`src/rtl/ewc_pkg.sv`:
```
package ewc_pkg;

    typedef enum logic [1:0] {
        ST_IDLE = 2'd0,
        ST_WAIT = 2'd1,
        ST_DONE = 2'd2
    } ewc_state_e;

endpackage

```
`src/rtl/ewc_ack_sync.sv`:
```
module ewc_ack_sync #(
    parameter int STAGES = 2
) (
    input  logic clk,
    input  logic rst_n,
    input  logic ack_n_i,
    input  logic async_i,
    output logic ack_seen_o
);

    logic [STAGES-1:0] chain_q;

    generate
        for (genvar g = 0; g < STAGES; g++) begin : g_stage
            if (g == 0) begin : g_first
                always_ff @(posedge clk or negedge rst_n) begin
                    if (!rst_n) chain_q[g] <= 1'b1;
                    else        chain_q[g] <= ack_n_i;
                end
            end else begin : g_rest
                always_ff @(posedge clk or negedge rst_n) begin
                    if (!rst_n) chain_q[g] <= 1'b1;
                    else        chain_q[g] <= chain_q[g-1];
                end
            end
        end
    endgenerate

    // Active-low pin turned into an active-high "acknowledge seen"
    assign ack_seen_o = async_i ? ~chain_q[STAGES-1] : ~ack_n_i;

endmodule

```
`src/rtl/ewc_wait_cnt.sv`:
```
module ewc_wait_cnt #(
    parameter int CW = 4
) (
    input  logic          clk,
    input  logic          rst_n,
    input  logic          load_i,
    input  logic [CW-1:0] load_val_i,
    input  logic          run_i,
    output logic          min_met_o
);

    logic [CW-1:0] rem_q;

    always_ff @(posedge clk or negedge rst_n) begin
        if (!rst_n) begin
            rem_q <= '0;
        end else if (load_i) begin
            rem_q <= load_val_i;
        end else if (run_i && (rem_q != '0)) begin
            rem_q <= rem_q - 1'b1;
        end
    end

    // Minimum met during the last programmed wait cycle
    assign min_met_o = (rem_q <= CW'(1));

    assert_min_reached_R4: assert property (@(posedge clk) disable iff (!rst_n)
        (run_i && rem_q > CW'(1)) |=> (rem_q == $past(rem_q) - 1'b1))
        else $error("wait counter did not step down");

endmodule

```
`src/rtl/ewc_fsm.sv`:
```
module ewc_fsm
    import ewc_pkg::*;
(
    input  logic clk,
    input  logic rst_n,
    input  logic start_i,
    input  logic master_i,
    input  logic dram_i,
    input  logic zero_i,
    input  logic min_met_i,
    input  logic ack_seen_i,
    output logic load_o,
    output logic run_o,
    output logic active_o,
    output logic done_o
);

    ewc_state_e state_q, state_d;
    logic       dram_q;
    logic       accept;
    logic       ack_ok;

    assign accept = (state_q == ST_IDLE) && start_i && master_i;
    assign ack_ok = dram_q || (master_i && ack_seen_i);

    always_ff @(posedge clk or negedge rst_n) begin
        if (!rst_n) begin
            state_q <= ST_IDLE;
            dram_q  <= 1'b0;
        end else begin
            state_q <= state_d;
            if (accept) dram_q <= dram_i;
        end
    end

    always_comb begin
        state_d = state_q;
        unique case (state_q)
            ST_IDLE: begin
                if (accept) state_d = zero_i ? ST_DONE : ST_WAIT;
            end
            ST_WAIT: begin
                if (min_met_i && ack_ok) state_d = ST_DONE;
            end
            ST_DONE: begin
                state_d = ST_IDLE;
            end
            default: state_d = ST_IDLE;
        endcase
    end

    always_comb begin
        load_o   = accept;
        run_o    = (state_q == ST_WAIT);
        active_o = (state_q != ST_IDLE);
        done_o   = (state_q == ST_DONE);
    end

    assert_done_single_R8: assert property (@(posedge clk) disable iff (!rst_n)
        done_o |=> (!done_o && !active_o))
        else $error("done pulse longer than one cycle");

    assert_done_active_R2: assert property (@(posedge clk) disable iff (!rst_n)
        done_o |-> active_o)
        else $error("done without active cycle");

    assert_zero_wait_R3: assert property (@(posedge clk) disable iff (!rst_n)
        (accept && zero_i) |=> done_o)
        else $error("zero-wait access did not complete at once");

    assert_min_before_exit_R4: assert property (@(posedge clk) disable iff (!rst_n)
        (state_q == ST_WAIT && !min_met_i) |=> (state_q == ST_WAIT))
        else $error("wait left before minimum count");

    assert_dram_no_ack_R7: assert property (@(posedge clk) disable iff (!rst_n)
        (state_q == ST_WAIT && dram_q && min_met_i) |=> done_o)
        else $error("DRAM access waited on acknowledge");

    assert_no_master_idle_R9: assert property (@(posedge clk) disable iff (!rst_n)
        (state_q == ST_IDLE && !master_i) |=> !active_o)
        else $error("access started without mastership");

endmodule

```
`src/rtl/ext_wait_ctrl.sv`:
```
module ext_wait_ctrl #(
    parameter int WAIT_W      = 4,
    parameter int SYNC_STAGES = 2
) (
    input  logic              clk,
    input  logic              rst_n,
    input  logic              start_i,
    input  logic              dram_i,
    input  logic              master_i,
    input  logic [WAIT_W-1:0] wait_cnt_i,
    input  logic              async_mode_i,
    input  logic              ack_n_i,
    output logic              active_o,
    output logic              done_o
);

    logic ack_seen;
    logic min_met;
    logic load;
    logic run;
    logic zero;

    assign zero = (wait_cnt_i == '0);

    ewc_ack_sync #(.STAGES(SYNC_STAGES)) u_sync (
        .clk        (clk),
        .rst_n      (rst_n),
        .ack_n_i    (ack_n_i),
        .async_i    (async_mode_i),
        .ack_seen_o (ack_seen)
    );

    ewc_wait_cnt #(.CW(WAIT_W)) u_cnt (
        .clk        (clk),
        .rst_n      (rst_n),
        .load_i     (load),
        .load_val_i (wait_cnt_i),
        .run_i      (run),
        .min_met_o  (min_met)
    );

    ewc_fsm u_fsm (
        .clk        (clk),
        .rst_n      (rst_n),
        .start_i    (start_i),
        .master_i   (master_i),
        .dram_i     (dram_i),
        .zero_i     (zero),
        .min_met_i  (min_met),
        .ack_seen_i (ack_seen),
        .load_o     (load),
        .run_o      (run),
        .active_o   (active_o),
        .done_o     (done_o)
    );

endmodule

```
`config.mk`:
```
export PLATFORM = sky130hd
export DESIGN_NAME = ext_wait_ctrl
export DESIGN_NICKNAME = d
export VERILOG_FILES = /design/src/rtl/ewc_pkg.sv /design/src/rtl/ewc_ack_sync.sv /design/src/rtl/ewc_wait_cnt.sv /design/src/rtl/ewc_fsm.sv /design/src/rtl/ext_wait_ctrl.sv
export SDC_FILE = /design/constraint.sdc
export NUM_CORES = 1
export LEC_CHECK = 0
export ABC_CLOCK_PERIOD_IN_PS = 4000
export BUFFER_PORTS_ARGS = -buffer_cell sky130_fd_sc_hd__buf_2
export CELL_PAD_IN_SITES_DETAIL_PLACEMENT = 0
export CELL_PAD_IN_SITES_GLOBAL_PLACEMENT = 1
export CORE_MARGIN = 2
export CORE_UTILIZATION = 35
export DETAILED_ROUTE_END_ITERATION = 8
export PLACE_DENSITY_LB_ADDON = 0.05
export SYNTH_ARGS = -nofsm -noshare
export SYNTH_HDL_FRONTEND = slang
export SYNTH_SLANG_ARGS = --single-unit
```
`constraint.sdc`:
```
create_clock -name clk -period 4 [get_ports clk]
set_clock_uncertainty 0.05 [all_clocks]
set_input_delay 0.2 -clock clk [delete_from_list [all_inputs] [get_ports clk]]
set_output_delay 0.2 -clock clk [all_outputs]
set_load 0.02 [all_outputs]
```
==> key figures <==
Outcome
  • Outcome: complete, no violations

Pwr
  • Leak pwr: 0.288 nW
  • Switch share: 0.381
  • Clock power frac: 0.171
  • Register share of total power: 0.400
  • Internal cell power: 0.000254 W
  • Power Density: 660 mW/mm^2
  • Max VDD drop: 0.266 mV
  • Net load switching power: 0.000157 W
  • Total power draw: 0.000411 W
  • Comb power frac: 0.429

Min path
  • Worst Hold Class: input port to flop

Global route
  • GR Overflow Total: 0
  • First-pass GRT wire length: 1.78 mm
  • Initial antenna violation count: 0
  • GRT Overall Usage: 0.131
  • Vias in the first global route: 429
  • Largest net degree at the start of global routing: 12

STA
  • Final setup margin: 2450 ps
  • Minimum clock period: 1550 ps
  • Final Cycle Share: 0.388
  • Slew Limit Headroom: 0.700
  • WHS: 103 ps
  • Max Slew Vio Count: 0
  • Setup TNS: 0 ps
  • Final Hold Viols: 0
  • Worst Max-Slew Pin Slew: 448 ps
  • RSZ-0062 raised after global routing: no
  • Setup-failing EPs final: 0
  • Fmax: 0.644 GHz

Cells and area
  • Share of cells above drive strength 1: 0.303
  • Non-filler instance count after layout: 81
  • Synth-to-Final Area Change: 22.4%
  • Antenna cell count: 0
  • Nets: 81

Synth
  • Flops & latches, synth: 9
  • Fraction of registers with async set/reset: 1.00
  • EDFF count, synth: 0
  • List of most frequent post-synthesis cells: dfrtp_1 (7), inv_1 (5)
  • Synth area leader: dfrtp_1
  • Synth cell types: 24
  • Ys flop type: dfrtp_1
  • Area contributors post-synth: dfrtp_1 (34%), dfstp_2 (10%), ha_1 (7.4%)
  • Syn. warnings: 0
  • Mapped Cells: 49
  • Syn_nets: 63
  • Yosys top cell area share: 0.344
  • Syn Std Cell Area: 509 um^2
  • Count leader, synth: dfrtp_1
  • Syn_area_per_cell: 10.4 um^2
  • Seq/Total Area, Yosys: 0.447

Die
  • Die ar.: 0.00178 mm^2
  • Core area: 0.00133 mm^2
  • Die height: 42.1 um
  • Die W: 42.1 um
  • Placement Rows: 13
  • Ports: 13
  • Initial Utilization: 0.382

Clocking
  • CTS HTree Levels: 1
  • CTS buffer count: 3
  • CTS tree: built
  • Clock latency on the worst-skew pair: 260 ps
  • Worst-path clk slew: 60 ps
  • Clk sink count: 9
  • Clock Tree Buf Depth: 2
  • Total setup buffers inserted after CTS: 0
  • Root buffer cell: clkbuf_4

Setup path
  • Startpoint Class: flop
  • Req. time, crit path: 4120 ps
  • Critical Path Sink Type: flop
  • Worst setup endpoint: u_cnt.rem_q[2]$_DFFE_PN0P_
  • Flop-to-flop setup slack: 2450 ps
  • Crit Reg-Reg Startpoint: u_cnt.rem_q[0]$_DFFE_PN0P_
  • Critical path type: flop to flop
  • Critical Path Source: u_cnt.rem_q[0]$_DFFE_PN0P_
  • Critical path peak fanout: 5
  • Capturing point of the worst reg2reg path: u_cnt.rem_q[2]$_DFFE_PN0P_
  • FF-to-FF path depth: 5
  • Critical Path AT: 1680 ps

Drt
  • Via/cell ratio: 5.26
  • Drt drc: 0
  • Drt pass-1 iters: 4
  • Iter 0 DRT Violations: 6
  • Drt wl/cell: 12.6 um
  • Post-Route WL: 1.02 mm
  • Post-DRT Antenna Nets: 0
  • Vias: 426

Place
  • Place WS: 2450 ps
  • Gp weighted congestion: 0.714
  • Hpwl dp: 785 um
  • Placed insts: 75
  • IO buf count: 12

Run
  • Max_cap viols: 0
[layer usage]
metal	wire, um	vias up	share of wire	global-route usage
li1	-	211	-	-
met1	493	196	0.48	0.152
met2	438	17	0.43	0.228
met3	81	2	0.079	0.0474
met4	8	0	0.0078	0.0375
met5	0	-	0	0
[layout make-up]
| cell class | count | area [um^2] |
|---|---|---|
| clock buffer | 4 | 26.3 |
| fill | 138 | 711 |
| multi-input combinational | 34 | 251 |
| sequential | 9 | 228 |
| timing repair buffer | 14 | 80.1 |
| inverter | 5 | 18.8 |
| tap | 15 | 18.8 |
[critical path: stages, from the launching register on]
cell and delay [ps]:
dfrtp_1 420, inv_1 80, ha_1 210, nor2b_1 120, or4_1 400, a31oi_1 180
[placed cells by master, fill, tap and decap left out, types with 2 or more instances in the layout]
cell type,instances
buf_2,12
nor2b_1,3
a31oi_1,2
nor2_1,3
inv_1,5
nand2b_1,3
ha_1,3
or4_1,2
or2_2,3
o21ai_0,3
clkbuf_4,3
dlygate4sd3_1,2
dfstp_2,2
dfrtp_1,7
[cells by family after synthesis]
| group | share of synthesized area |
|---|---|
| fa+ha+maj | 0.0737 |
| simple gates | 0.224 |
| compound gates | 0.155 |
| buf+inv | 0.0590 |
| flops | 0.447 |
| mux | 0.0418 |
[how the worst min path moves through the flow]
stage                                      end  slack [ps]  startpoint  cells after the start
finish                u_fsm.dram_q$_DFFE_PN0P_         100      dram_i                      2
detailed placement    u_fsm.dram_q$_DFFE_PN0P_          10       rst_n                      1
global route          u_fsm.dram_q$_DFFE_PN0P_         100      dram_i                      2
CTS                   u_fsm.dram_q$_DFFE_PN0P_         100      dram_i                      2
floorplan           u_cnt.rem_q[0]$_DFFE_PN0P_        -150       rst_n                      0
global placement      u_fsm.dram_q$_DFFE_PN0P_          10       rst_n                      1
[what timing repair did]
action                                 4_1_cts  5_1_grt
gates resized for setup                      0        0
hold buffers                                 2        0
endpoints found under the hold margin       10        0
[state kept, by name, indices dropped and copies added (netlist names)]
signal	count
u_fsm.state_q	2
u_fsm.dram_q	1
u_cnt.rem_q	4
u_sync.chain_q	2
[per-stage QoR]
stage	utilization	instance area (um^2)
after global routing	0.467	623
after detailed placement	0.432	577
after global placement	0.432	577
after floorplan	-	509
final	0.467	623
after CTS	0.467	623
[power by group through the flow]
stage               Combinational [W]  Sequential [W]  Clock (W)
floorplan                    0.000142        0.000153          0
global placement             0.000182        0.000164          0
detailed placement           0.000178        0.000165          0
CTS                          0.000181        0.000164  0.0000714
global route                 0.000205        0.000172  0.0000784
finish                       0.000176        0.000164  0.0000702
(Power assumes the default switching activity.)
